==> config.mk <==
export PLATFORM = sky130hd
export DESIGN_NAME = sdram_cfg_ctrl
export DESIGN_NICKNAME = d
export VERILOG_FILES = /design/src/rtl/sdcfg_pkg.sv /design/src/rtl/sdcfg_regs.sv /design/src/rtl/sdcfg_pwr_fsm.sv /design/src/rtl/sdram_cfg_ctrl.sv
export SDC_FILE = /design/constraint.sdc
export NUM_CORES = 1
export LEC_CHECK = 0
export BUFFER_PORTS_ARGS = -buffer_cell sky130_fd_sc_hd__buf_2
export CORE_ASPECT_RATIO = 1.2
export CORE_MARGIN = 3
export CORE_UTILIZATION = 34
export CTS_CLUSTER_DIAMETER = 50
export DETAILED_ROUTE_END_ITERATION = 10
export GPL_TIMING_DRIVEN = 0
export PLACE_DENSITY = 0.85
export SYNTH_ARGS = -nofsm -noshare
export SYNTH_HDL_FRONTEND = slang
export SYNTH_SLANG_ARGS = --single-unit
==> constraint.sdc <==
create_clock -name clk -period 1.4 [get_ports clk]
set_input_delay 0.07 -clock clk [delete_from_list [all_inputs] [get_ports clk]]
set_output_delay 0.07 -clock clk [all_outputs]
set_load 0.01 [all_outputs]
==> src/rtl/sdcfg_pkg.sv <==
package sdcfg_pkg;
  typedef enum logic [2:0] {
    PS_NORMAL     = 3'd0,
    PS_ENTER_SR   = 3'd1,
    PS_SELF_REF   = 3'd2,
    PS_EXIT_SR    = 3'd3,
    PS_ENTER_PD   = 3'd4,
    PS_POWER_DN   = 3'd5,
    PS_PD_REFRESH = 3'd6,
    PS_EXIT_PD    = 3'd7
  } pwr_state_e;

  localparam int WORD_W   = 32;
  localparam int LANES    = WORD_W / 8;
  localparam int FIELD_W  = 3;
  localparam int SR_BIT   = 31;
  localparam int PD_BIT   = 30;
  localparam int PDR_BIT  = 29;
  localparam int HALF_BIT = 14;
  localparam int CL_LSB   = 9;
  localparam int LOCK_BIT = 8;
  localparam int BANK_LSB = 4;
  localparam int PAGE_LSB = 0;
  localparam logic [WORD_W-1:0] RSV_MASK = 32'h1FFF_B188;
endpackage

==> src/rtl/sdcfg_regs.sv <==
module sdcfg_regs
  import sdcfg_pkg::*;
#(
  parameter logic [LANES-1:0]   INIT_LANE_MASK = 4'b0111,
  parameter logic [FIELD_W-1:0] CL_RESET       = 3'd3,
  parameter logic [FIELD_W-1:0] BANK_RESET     = 3'd2,
  parameter logic [FIELD_W-1:0] PAGE_RESET     = 3'd0
) (
  input  logic                 clk,
  input  logic                 rst_n,
  input  logic                 wr_en,
  input  logic [LANES-1:0]     wr_be,
  input  logic [WORD_W-1:0]    wr_data,
  input  logic                 init_fire,
  output logic [WORD_W-1:0]    rd_data,
  output logic                 sr_req,
  output logic                 pd_req,
  output logic                 pdr_en,
  output logic                 half_bus,
  output logic [FIELD_W-1:0]   cas_lat,
  output logic [FIELD_W-1:0]   bank_cfg,
  output logic [FIELD_W-1:0]   page_cfg,
  output logic                 init_pending
);
  localparam int TOP_LANE = LANES - 1;

  logic [LANES-1:0] lane_hit;
  logic             init_write;

  for (genvar g = 0; g < LANES; g++) begin : g_lane
    if (INIT_LANE_MASK[g]) begin : g_init
      assign lane_hit[g] = wr_en & wr_be[g];
    end else begin : g_plain
      assign lane_hit[g] = 1'b0;
    end
  end
  assign init_write = |lane_hit;

  always_ff @(posedge clk or negedge rst_n) begin
    if (!rst_n) begin
      sr_req       <= 1'b0;
      pd_req       <= 1'b0;
      pdr_en       <= 1'b0;
      half_bus     <= 1'b0;
      cas_lat      <= CL_RESET;
      bank_cfg     <= BANK_RESET;
      page_cfg     <= PAGE_RESET;
      init_pending <= 1'b0;
    end else begin
      if (init_fire) begin
        sr_req <= 1'b0;
        pd_req <= 1'b0;
      end
      if (wr_en && wr_be[TOP_LANE]) begin
        sr_req <= wr_data[SR_BIT];
        pd_req <= wr_data[PD_BIT];
        pdr_en <= wr_data[PDR_BIT];
      end
      if (wr_en && wr_be[1]) begin
        half_bus <= wr_data[HALF_BIT];
        if (wr_data[LOCK_BIT]) cas_lat <= wr_data[CL_LSB +: FIELD_W];
      end
      if (wr_en && wr_be[0]) begin
        bank_cfg <= wr_data[BANK_LSB +: FIELD_W];
        page_cfg <= wr_data[PAGE_LSB +: FIELD_W];
      end
      if (init_write)     init_pending <= 1'b1;
      else if (init_fire) init_pending <= 1'b0;
    end
  end

  always_comb begin
    rd_data                          = '0;
    rd_data[SR_BIT]                  = sr_req;
    rd_data[PD_BIT]                  = pd_req;
    rd_data[PDR_BIT]                 = pdr_en;
    rd_data[HALF_BIT]                = half_bus;
    rd_data[CL_LSB +: FIELD_W]       = cas_lat;
    rd_data[BANK_LSB +: FIELD_W]     = bank_cfg;
    rd_data[PAGE_LSB +: FIELD_W]     = page_cfg;
  end
endmodule

==> src/rtl/sdcfg_pwr_fsm.sv <==
module sdcfg_pwr_fsm
  import sdcfg_pkg::*;
(
  input  logic       clk,
  input  logic       rst_n,
  input  logic       sr_req,
  input  logic       pd_req,
  input  logic       pdr_en,
  input  logic       init_pending,
  input  logic       refresh_tick,
  input  logic       cmd_ack,
  output pwr_state_e state,
  output logic       cmd_req,
  output logic       init_fire
);
  pwr_state_e nxt;

  always_comb begin
    nxt       = state;
    cmd_req   = 1'b0;
    init_fire = 1'b0;
    unique case (state)
      PS_NORMAL: begin
        if (init_pending)  init_fire = 1'b1;
        else if (sr_req)   nxt = PS_ENTER_SR;
        else if (pd_req)   nxt = PS_ENTER_PD;
      end
      PS_ENTER_SR: begin
        cmd_req = 1'b1;
        if (cmd_ack) nxt = PS_SELF_REF;
      end
      PS_SELF_REF: begin
        if (init_pending || !sr_req) nxt = PS_EXIT_SR;
      end
      PS_EXIT_SR: begin
        cmd_req = 1'b1;
        if (cmd_ack) nxt = PS_NORMAL;
      end
      PS_ENTER_PD: begin
        cmd_req = 1'b1;
        if (cmd_ack) nxt = PS_POWER_DN;
      end
      PS_POWER_DN: begin
        if (init_pending || !pd_req || sr_req) nxt = PS_EXIT_PD;
        else if (pdr_en && refresh_tick)       nxt = PS_PD_REFRESH;
      end
      PS_PD_REFRESH: begin
        cmd_req = 1'b1;
        if (cmd_ack) nxt = PS_ENTER_PD;
      end
      PS_EXIT_PD: begin
        cmd_req = 1'b1;
        if (cmd_ack) nxt = PS_NORMAL;
      end
      default: nxt = PS_NORMAL;
    endcase
  end

  always_ff @(posedge clk or negedge rst_n) begin
    if (!rst_n) state <= PS_NORMAL;
    else        state <= nxt;
  end
endmodule

==> src/rtl/sdram_cfg_ctrl.sv <==
module sdram_cfg_ctrl
  import sdcfg_pkg::*;
(
  input  logic        clk,
  input  logic        rst_n,
  input  logic        wr_en,
  input  logic [3:0]  wr_be,
  input  logic [31:0] wr_data,
  output logic [31:0] rd_data,
  output logic [2:0]  cas_lat,
  output logic [2:0]  bank_cfg,
  output logic [2:0]  page_cfg,
  output logic        half_bus,
  output logic        init_start,
  input  logic        refresh_tick,
  output logic        cmd_req,
  input  logic        cmd_ack,
  output logic [2:0]  pwr_state
);
  logic       sr_req, pd_req, pdr_en, init_pending, init_fire;
  pwr_state_e state;

  sdcfg_regs u_regs (
    .clk          (clk),
    .rst_n        (rst_n),
    .wr_en        (wr_en),
    .wr_be        (wr_be),
    .wr_data      (wr_data),
    .init_fire    (init_fire),
    .rd_data      (rd_data),
    .sr_req       (sr_req),
    .pd_req       (pd_req),
    .pdr_en       (pdr_en),
    .half_bus     (half_bus),
    .cas_lat      (cas_lat),
    .bank_cfg     (bank_cfg),
    .page_cfg     (page_cfg),
    .init_pending (init_pending)
  );

  sdcfg_pwr_fsm u_fsm (
    .clk          (clk),
    .rst_n        (rst_n),
    .sr_req       (sr_req),
    .pd_req       (pd_req),
    .pdr_en       (pdr_en),
    .init_pending (init_pending),
    .refresh_tick (refresh_tick),
    .cmd_ack      (cmd_ack),
    .state        (state),
    .cmd_req      (cmd_req),
    .init_fire    (init_fire)
  );

  assign init_start = init_fire;
  assign pwr_state  = state;
endmodule

==> tab_implementation.tex, run 1 <==
\begin{tabular}{lr}
\hline
Metric & Value \\
\hline
\multicolumn{2}{l}{\textbf{Pwr}} \\
Lkg Pwr & between 0.8 and 0.9 nW \\
Cell Pwr Density & 1400 nW/um\^{}2 \\
Peak VDD IR & 844 uV \\
Final Total Pwr & 2.19 mW \\
\multicolumn{2}{l}{\textbf{Yosys}} \\
Mapped cell area & 1050 um\^{}2 \\
Part of the Yosys area used for sequential elements & around two fifths \\
Yosys reg bits & 17 \\
Cell count after synthesis & 108 \\
Avg Inst Size Synth & around 9.7 um\^{}2 \\
Leading cell types by total area after synthesis & dfrtp\_1 (33\%), buf\_4 (23\%), mux2\_2 (12\%), dfstp\_2 (7.5\%), nand2\_1 (5.4\%) \\
Post-synth cell types & 25 \\
Yosys synthesis warning count & 0 \\
Synth top area share & 33.4\% \\
Cell type with the highest aggregate area in the netlist & dfrtp\_1 \\
\multicolumn{2}{l}{\textbf{Clock tree}} \\
Clock Sinks & 17 \\
H-tree level count & 1 \\
Maximum clock insertion buffer count & 2 \\
Clk pin slew, worst setup/hold paths & 90 ps \\
Worst-Skew Late Latency & 280 ps \\
Inserted Clock Buffers & 3 \\
TritonCTS clock tree & done \\
Clock tree root buffer cell & clkbuf\_4 \\
\multicolumn{2}{l}{\textbf{STA}} \\
Maximum operating frequency & just under 0.7 GHz \\
Max-slew violation count & 0 \\
Hold slack & between 15 and 20 ps \\
Final worst path period share & 106\% \\
Setup repair after global routing missed its margin & yes \\
Summed negative setup slack over all endpoints & -106 ps \\
Count of endpoints failing hold in the final timing report & 0 \\
Post-route worst setup slack & -80.6 ps \\
Total setup violations reported at the end of the flow & 2 \\
Time the worst path needs with I/O delays and setup & around 1500 ps \\
Worst clock skew & 3.35 ps \\
\multicolumn{2}{l}{\textbf{Setup path}} \\
End point of the critical path & u\_fsm.state[0]\$\_DFFE\_PN0P\_ \\
Reg-to-reg critical path startpoint & u\_fsm.state[0]\$\_DFFE\_PN0P\_ \\
Category of the most critical setup path & reg2reg \\
Arrival time worst endpoint & 1700 ps \\
First element of the critical path & u\_fsm.state[0]\$\_DFFE\_PN0P\_ \\
Highest fanout seen on the critical path & 4 \\
Worst r2r dst & u\_fsm.state[0]\$\_DFFE\_PN0P\_ \\
Type of element launching the critical path & flip-flop \\
Data required time of the critical path & 1620 ps \\
CP endpoint kind & flip-flop \\
Count of cells along the worst register-to-register path & 5 \\
R2r setup slk & -80 ps \\
\multicolumn{2}{l}{\textbf{Drt}} \\
Routed wirelength normalized by instance count & 10.7 um \\
Post-detailed-route count of antenna-violating nets & 0 \\
Initial detailed-routing violation count & 54 \\
DRC violations left & 0 \\
Final wirelength & 2370 um \\
Detailed-route vias per instance & between 4 and 5 \\
First-pass iteration count of the detailed router & 4 \\
Overall via count from detail\_route & between 900 and 1000 \\
\multicolumn{2}{l}{\textbf{Outcome}} \\
Violated checks & negative setup slack \\
Result of the run & finished, violations left \\
\multicolumn{2}{l}{\textbf{Placement}} \\
RePlAce Congestion & 0.812 \\
Count of port buffers added during placement & 50 \\
HPWL after DPL & 1800 um \\
Worst slack, placed & -107 ps \\
\multicolumn{2}{l}{\textbf{GRT}} \\
Number of global-route vias before repair & 855 \\
Total congestion overflow after global routing & 0 \\
Tot GR Track Use & 11.6\% \\
Maximum number of pins on one net before global-route repair & 18 \\
Number of antenna violations at the first check in global routing & 0 \\
Wire length of the first global-routing pass & 3450 um \\
\multicolumn{2}{l}{\textbf{Cells and area}} \\
Number of nets in the finished design & 230 \\
Total of fill cells in the finished design & 264 \\
Most frequent cells in the layout & buf\_2 (49), buf\_4 (36), conb\_1 (19) \\
Count of antenna diodes in the layout & 0 \\
Synthesis-to-layout area growth & 48.9\% \\
Most common cell after layout, fill and taps aside & buf\_2 \\
Fraction of layout instances using a drive strength above 1 & 61.2\% \\
\multicolumn{2}{l}{\textbf{Die}} \\
Core Region & 2860 um\^{}2 \\
Row count & 21 \\
Top-level I/O count & 88 \\
Area enclosed by the die boundary & between 3000 and 4000 um\^{}2 \\
Die Y-Extent & 66.8 um \\
Initial core utilization & 36.6\% \\
Die span in x & 56.7 um \\
\multicolumn{2}{l}{\textbf{Worst hold path}} \\
Worst min-delay path class & in2reg \\
\multicolumn{2}{l}{\textbf{Run}} \\
Max cap viols & 0 \\
\hline
\end{tabular}
## worst min path at each step
| stage | from | end | slack [ps] | depth (start not counted) |
|---|---|---|---|---|
| after global placement | rst_n | u_fsm.state[1]$_DFFE_PN0P_ | 10 | 1 |
| after global routing | wr_data[4] | u_regs.bank_cfg[0]$_DFFE_PN0P_ | 4 | 2 |
| after floorplan | rst_n | u_fsm.state[0]$_DFFE_PN0P_ | -230 | 0 |
| after detailed placement | rst_n | u_fsm.state[1]$_DFFE_PN0P_ | 10 | 1 |
| final | wr_data[4] | u_regs.bank_cfg[0]$_DFFE_PN0P_ | 20 | 2 |
| after CTS | wr_data[2] | u_regs.page_cfg[2]$_DFFE_PN0P_ | 6 | 2 |
## cells in the mapped netlist
master / n
o21a_1: 1
o31ai_1: 1
a31o_2: 1
o221ai_1: 1
conb_1: 1
buf_6: 2
mux2_2: 11
dfstp_2: 3
o2bb2ai_1: 1
a21oi_1: 2
dfrtp_1: 14
o21ai_0: 4
or3b_2: 1
inv_1: 3
nor3_1: 2
nand2_1: 15
or2_2: 1
or4b_1: 1
nand2b_1: 1
buf_4: 32
nand3_1: 5
nor2_1: 2
clkbuf_1: 1
o21ai_1: 1
nand3b_1: 1
## sequential cells by signal (all words and copies together) (netlist names)
register and flops:
u_fsm.state 3, u_regs.pdr_en 1, u_regs.init_pending 1, u_regs.half_bus 1, u_regs.cas_lat 3, u_regs.sr_req 1, u_regs.pd_req 1, u_regs.page_cfg 3
u_regs.bank_cfg 3
## cell families after synthesis
| logic type | after synthesis | share of synthesized area (%) |
|---|---|---|
| buffers and inverters | 38 | 26.5 |
| and+or+nand+nor | 29 | 13.1 |
| DFF | 17 | 40.9 |
| AOI/OAI and AO/OA | 12 | 7.28 |
| other | 1 | 0.358 |
| muxes | 11 | 11.8 |
## layer usage
layer | GRT usage (%) | vias to the layer above | wire length [um]
met2 | 21.2 | 39 | 1310
met5 | 0 | - | 0
met4 | 5.64 | 0 | 13
met3 | 1.94 | 2 | 187
li1 | - | 466 | -
met1 | 12.9 | 443 | 855
## area by class of cell
class	count	area (um^2)	share of cell area, %
multi-input cells	71	448	28.7
plain buffers	35	277	17.7
clock buffers	4	26.3	1.68
inverters	3	11.3	0.721
flip-flops and latches	17	429	27.5
well taps	34	42.5	2.72
repair buffers	58	328	21.0
## worst max-delay path, cell delays in order (launching register included)
cell       delay, ps
dfrtp_1          390
buf_6            130
or4b_4           530
o2bb2ai_4        140
o21ai_2          130
a31o_2           110
## stage by stage
step | instance area (um^2) | std cells | utilization, %
2_1_floorplan | 1120 | 126 | -
3_3_place_gp | 1410 | 210 | 49.2
3_5_place_dp | 1410 | 210 | 49.2
4_1_cts | 1500 | 219 | 52.3
5_1_grt | 1560 | 222 | 54.5
6_report | 1560 | 222 | 54.5
## where the power goes
group | internal [mW] | leakage [nW] | switching [mW] | total [mW]
Sequential | 0.622 | 0.201 | 0.0999 | 0.722
Clock | 0.110 | 0.0150 | 0.135 | 0.246
Combinational | 0.673 | 0.644 | 0.552 | 1.23
## what timing repair did
item | 4_1_cts | 5_1_grt
gates resized for setup | 7 | 6
hold buffers | 1 | 2
pin swaps | 3 | 3
setup buffers | 4 | 1
hold endpoints to repair | 15 | 2
setup endpoints to repair | 3 | 3
Power figures use the tool's default switching activity.
==> run 2, diff against run 1 <==
==> constraint.sdc (replaced) <==
create_clock -name clk -period 1.4 [get_ports clk]
set_input_delay 0.28 -clock clk [delete_from_list [all_inputs] [get_ports clk]]
set_output_delay 0.28 -clock clk [all_outputs]
set_load 0.01 [all_outputs]
==> tab_implementation.tex, run 2 (same netlist as run 1, synthesis figures left out) <==
\begin{tabular}{lr}
\hline
Metric & Value \\
\hline
\multicolumn{2}{l}{\textbf{Setup path}} \\
Cell with the largest stage delay on the worst path & dfrtp\_1 \\
Category of the most critical setup path & reg2out \\
R2r setup slk & -160 ps \\
End point of the critical path & cmd\_req \\
Worst r2r dst & u\_fsm.state[0]\$\_DFFE\_PN0P\_ \\
Arrival time worst endpoint & 1330 ps \\
Reg-to-reg critical path startpoint & u\_fsm.state[0]\$\_DFFE\_PN0P\_ \\
Highest fanout seen on the critical path & 5 \\
Critical path cell sequence & clkbuf\_8 > or2\_4 > o21a\_1 > buf\_6 \\
Largest stage delay, worst path & 400 ps \\
Type of element launching the critical path & flip-flop \\
First element of the critical path & u\_fsm.state[2]\$\_DFFE\_PN0P\_ \\
Data required time of the critical path & 1120 ps \\
Count of cells along the worst register-to-register path & 6 \\
CP endpoint kind & primary output \\
\multicolumn{2}{l}{\textbf{Drt}} \\
Detailed-route vias per instance & 4.27 \\
First-pass iteration count of the detailed router & 4 \\
Final wirelength & 2400 um \\
Post-detailed-route count of antenna-violating nets & 0 \\
Routed wirelength normalized by instance count & between 10 and 15 um \\
Initial detailed-routing violation count & 18 \\
Overall via count from detail\_route & around 950 \\
DRC violations left & 0 \\
\multicolumn{2}{l}{\textbf{STA}} \\
Total setup violations reported at the end of the flow & 3 \\
Setup repair after global routing missed its margin & yes \\
Final worst path period share & 115\% \\
Time the worst path needs with I/O delays and setup & roughly 1600 ps \\
Worst clock skew & about 3.9 ps \\
Post-route worst setup slack & -209 ps \\
Maximum operating frequency & 0.622 GHz \\
Summed negative setup slack over all endpoints & -500 ps \\
Max-slew violation count & 0 \\
Count of endpoints failing hold in the final timing report & 0 \\
Hold slack & 227 ps \\
\multicolumn{2}{l}{\textbf{GRT}} \\
Wire length of the first global-routing pass & 3480 um \\
Global-route layer with the greatest usage & met2 \\
Number of global-route vias before repair & 844 \\
Total congestion overflow after global routing & 0 \\
GR Util met1 & a little over an eighth \\
Tot GR Track Use & 11.7\% \\
Maximum number of pins on one net before global-route repair & 18 \\
Number of antenna violations at the first check in global routing & 0 \\
Met3 track demand over resource & 1.94\% \\
Met2 Use GR & about a fifth \\
\multicolumn{2}{l}{\textbf{Pwr}} \\
Peak VDD IR & 866 uV \\
Reported net switching power & 0.829 mW \\
Relative contribution of sequential cells to total power & 31.2\% \\
Logic gate share of total power & 58.2\% \\
Lkg Pwr & $\sim$0.87 nW \\
Final Total Pwr & 2.31 mW \\
Cell Pwr Density & $\sim$1500 nW/um\^{}2 \\
Internal power & 1.49 mW \\
Net switching share of the total power & 35.8\% \\
Clock share of power & 10.6\% \\
\multicolumn{2}{l}{\textbf{Cells and area}} \\
Non-Filler Instances & 223 \\
Fraction of layout instances using a drive strength above 1 & 62.4\% \\
Most frequent cells in the layout & buf\_2 (49), buf\_4 (39), conb\_1 (19) \\
Count of antenna diodes in the layout & 0 \\
Total of fill cells in the finished design & $\sim$270 \\
Most common cell after layout, fill and taps aside & buf\_2 \\
Synthesis-to-layout area growth & 49.8\% \\
Finished Core Util & 54.8\% \\
Number of nets in the finished design & 231 \\
Final instance area & 1570 um\^{}2 \\
\multicolumn{2}{l}{\textbf{Die}} \\
Initial core utilization & a little over a third \\
Core Region & 2860 um\^{}2 \\
Top-level I/O count & 88 \\
Row count & 21 \\
Die span in x & 56.7 um \\
Area enclosed by the die boundary & roughly 3800 um\^{}2 \\
Die Y-Extent & 66.8 um \\
\multicolumn{2}{l}{\textbf{Clock tree}} \\
Clk pin slew, worst setup/hold paths & 90 ps \\
Clock tree root buffer cell & clkbuf\_4 \\
Clock Sinks & 17 \\
Inserted Clock Buffers & 3 \\
Maximum clock insertion buffer count & 2 \\
Worst-Skew Late Latency & roughly 280 ps \\
H-tree level count & 1 \\
TritonCTS clock tree & done \\
\multicolumn{2}{l}{\textbf{Placement}} \\
Post-Place Cells & 210 \\
Count of port buffers added during placement & 50 \\
RePlAce Congestion & 0.812 \\
Worst slack, placed & -107 ps \\
Placed standard-cell area & roughly 1400 um\^{}2 \\
HPWL after DPL & about 1800 um \\
\multicolumn{2}{l}{\textbf{Run}} \\
Max cap viols & 0 \\
\multicolumn{2}{l}{\textbf{Outcome}} \\
Result of the run & finished, violations left \\
Violated checks & negative setup slack \\
\multicolumn{2}{l}{\textbf{Worst hold path}} \\
Worst min-delay path class & in2reg \\
Min-Delay Path Depth & 2 \\
\hline
\end{tabular}
run 2: cell types whose count changed in the layout (fill, tap and decap cells not counted), sizes merged:
cell | before | now
buf | 89 | 92
dlygate4sd3 | 3 | 1
run 2: metal layers:
layer,vias to the layer above,routed length [um]
met5,-,0
met4,0,46
li1,470,-
met2,45,1270
met3,4,209
met1,433,870
run 2: worst min path at each step:
stage                from                             end  slack (ps)
2_1_floorplan       rst_n      u_fsm.state[0]$_DFFE_PN0P_         -20
3_3_place_gp        rst_n      u_fsm.state[1]$_DFFE_PN0P_         220
3_5_place_dp        rst_n      u_fsm.state[1]$_DFFE_PN0P_         220
4_1_cts        wr_data[2]  u_regs.page_cfg[2]$_DFFE_PN0P_         220
5_1_grt        wr_data[0]  u_regs.page_cfg[0]$_DFFE_PN0P_         200
6_report       wr_data[4]  u_regs.bank_cfg[0]$_DFFE_PN0P_         230
run 2: layout make-up:
type,instances,area (um^2),share of cell area (%)
clock buffer,4,26.3,1.67
timing repair buffer,59,330,21.0
buffer,35,277,17.6
inverter,3,11.3,0.717
multi-input combinational,71,454,28.9
tap,34,42.5,2.71
sequential,17,429,27.3
run 2: worst max-delay path: cells and delay by family, from the launching register on:
family                 cells  cell delay (ps)
and+or+nand+nor            1              230
AOI/OAI and AO/OA          1              140
DFF                        1              400
buffers and inverters      2              290
run 2: power groups by stage:
stage / clock [mW] / sequential [mW] / combinational (mW)
2_1_floorplan: 0 / 0.755 / 0.642
3_3_place_gp: 0 / 0.727 / 0.966
3_5_place_dp: 0 / 0.728 / 0.984
4_1_cts: 0.263 / 0.716 / 1.16
5_1_grt: 0.290 / 0.743 / 1.48
6_report: 0.245 / 0.722 / 1.35
run 2: what timing repair did:
action | 4_1_cts | 5_1_grt
setup endpoints to repair | 3 | 4
gates resized for setup | 6 | 8
pin swaps | 2 | 3
setup buffers | 6 | 2
hold buffers | 1 | 0
endpoints found under the hold margin | 14 | 0
==> run 3, diff against run 2 <==
- CAP_MARGIN: not set -> 20
- CORE_MARGIN: 3 -> not set
==> tab_implementation.tex, run 3 (same netlist as run 1, synthesis figures left out) <==
\begin{tabular}{lr}
\hline
Metric & Value \\
\hline
\multicolumn{2}{l}{\textbf{Pwr}} \\
Cell Pwr Density & 1430 nW/um\^{}2 \\
Lkg Pwr & about 0.85 nW \\
Peak VDD IR & 769 uV \\
\multicolumn{2}{l}{\textbf{Placement}} \\
Placed standard-cell area & 1410 um\^{}2 \\
Count of port buffers added during placement & 50 \\
HPWL after DPL & 1740 um \\
RePlAce Congestion & 0.772 \\
\multicolumn{2}{l}{\textbf{STA}} \\
Maximum operating frequency & roughly 0.63 GHz \\
Count of endpoints failing hold in the final timing report & 0 \\
Max-slew violation count & 0 \\
Total setup violations reported at the end of the flow & 3 \\
Final worst path period share & 113\% \\
Setup repair after global routing missed its margin & yes \\
Time the worst path needs with I/O delays and setup & 1580 ps \\
Post-route worst setup slack & -180 ps \\
Worst clock skew & 4.47 ps \\
\multicolumn{2}{l}{\textbf{Drt}} \\
Routed length on met2 & 1230 um \\
First-pass iteration count of the detailed router & 4 \\
Sum of met3 wire segment lengths after detailed routing & 122 um \\
DRC violations left & 0 \\
Post-detailed-route count of antenna-violating nets & 0 \\
Routed wirelength normalized by instance count & between 10 and 15 um \\
Detailed-route vias per instance & 4.28 \\
Overall via count from detail\_route & 950 \\
Top layer reached by signal wires & met4 \\
Final wirelength & roughly 2200 um \\
M1 WL & $\sim$900 um \\
Initial detailed-routing violation count & 16 \\
\multicolumn{2}{l}{\textbf{Die}} \\
Die Y-Extent & 62.8 um \\
Initial core utilization & 36.6\% \\
Row count & 21 \\
Area enclosed by the die boundary & 3310 um\^{}2 \\
Core Region & 2860 um\^{}2 \\
Die span in x & 52.7 um \\
Top-level I/O count & 88 \\
\multicolumn{2}{l}{\textbf{Worst hold path}} \\
Hold worst-path end & u\_regs.pd\_req\$\_DFFE\_PN0P\_ \\
Worst min-delay path class & in2reg \\
Source of the worst hold timing path & wr\_data[30] \\
Min-Delay Path Depth & 3 \\
\multicolumn{2}{l}{\textbf{GRT}} \\
Tot GR Track Use & 14.3\% \\
Number of global-route vias before repair & approximately 850 \\
Maximum number of pins on one net before global-route repair & 18 \\
Number of antenna violations at the first check in global routing & 0 \\
Wire length of the first global-routing pass & 3510 um \\
Total congestion overflow after global routing & 0 \\
\multicolumn{2}{l}{\textbf{Setup path}} \\
Category of the most critical setup path & reg2out \\
CP endpoint kind & primary output \\
Arrival time worst endpoint & approximately 1300 ps \\
First element of the critical path & u\_fsm.state[2]\$\_DFFE\_PN0P\_ \\
Data required time of the critical path & $\sim$1100 ps \\
Highest fanout seen on the critical path & 4 \\
Worst r2r dst & u\_fsm.state[0]\$\_DFFE\_PN0P\_ \\
Reg-to-reg critical path startpoint & u\_fsm.state[2]\$\_DFFE\_PN0P\_ \\
R2r setup slk & -80 ps \\
Count of cells along the worst register-to-register path & 5 \\
Type of element launching the critical path & flip-flop \\
\multicolumn{2}{l}{\textbf{Cells and area}} \\
Synthesis-to-layout area growth & 45.9\% \\
Count of antenna diodes in the layout & 0 \\
Total of fill cells in the finished design & 282 \\
Finished Core Util & 53.4\% \\
Most frequent cells in the layout & buf\_2 (50), buf\_4 (38), conb\_1 (19) \\
Most common cell after layout, fill and taps aside & buf\_2 \\
Final instance area & 1530 um\^{}2 \\
Number of nets in the finished design & 230 \\
Fraction of layout instances using a drive strength above 1 & approximately three fifths \\
\multicolumn{2}{l}{\textbf{Clock tree}} \\
TritonCTS clock tree & done \\
Clk pin slew, worst setup/hold paths & 100 ps \\
Clock Sinks & 17 \\
H-tree level count & 1 \\
Clock tree root buffer cell & clkbuf\_4 \\
Worst-Skew Late Latency & 280 ps \\
Inserted Clock Buffers & 3 \\
Maximum clock insertion buffer count & 2 \\
\multicolumn{2}{l}{\textbf{Outcome}} \\
Result of the run & finished, violations left \\
Violated checks & negative setup slack \\
\multicolumn{2}{l}{\textbf{Run}} \\
Max cap viols & 0 \\
\hline
\end{tabular}
-- run 3: metrics by stage --
| stage | setup TNS (ps) | total power [mW] | worst slack, ps | hold WS, ps | cells |
|---|---|---|---|---|---|
| 5_1_grt | -646 | 2.37 | -259 | 203 | 222 |
| 3_5_place_dp | -158 | 1.71 | -98.8 | 229 | 210 |
| 6_report | -397 | 2.19 | -180 | 214 | 222 |
| 3_3_place_gp | -168 | 1.69 | -99.1 | 223 | 210 |
| 4_1_cts | -403 | 2.15 | -174 | 203 | 222 |
| 2_1_floorplan | -3.24 | 1.40 | -3.24 | -15.6 | 126 |
-- run 3: how the worst max path moves through the flow --
stage | to | slack [ps] | depth (start not counted)
floorplan | u_fsm.state[0]$_DFFE_PN0P_ | -3 | 5
global placement | u_fsm.state[0]$_DFFE_PN0P_ | -100 | 4
detailed placement | u_fsm.state[0]$_DFFE_PN0P_ | -100 | 4
CTS | cmd_req | -170 | 4
global route | cmd_req | -260 | 4
finish | cmd_req | -180 | 4
-- run 3: what timing repair did --
action,4_1_cts,5_1_grt
resized for setup,6,3
endpoints found under the setup margin,3,4
pin swaps,3,0
setup buffers,7,0
hold buffers,1,0
hold endpoints to repair,14,0
cloned,0,0
-- run 3: area by class of cell --
class | instances | area, um^2 | area share, %
Buffer | 35 | 277 | 18.1
Clock buffer | 4 | 26.3 | 1.72
Inverter | 3 | 11.3 | 0.736
Multi-Input combinational cell | 71 | 428 | 28.0
Sequential cell | 17 | 429 | 28.0
Tap cell | 34 | 42.5 | 2.78
Timing Repair Buffer | 58 | 317 | 20.7
-- run 3: layer usage --
layer  track usage (%)  up-vias
li1                  -      472
met1              14.9      437
met2              26.4       39
met3              2.92        2
met4              5.92        0
met5                 0        -
-- run 3: worst max-delay path: stages (launching register included) --
cell      delay, ps
dfrtp_1         400
clkbuf_8        160
or2_4           240
o21a_1          100
buf_2           130
-- run 3: power breakdown --
part           total (mW)  switching (mW)  leakage [nW]  internal, mW
clock               0.253           0.143        0.0150         0.110
combinational        1.22           0.552         0.637         0.668
sequential          0.712          0.0900         0.201         0.622
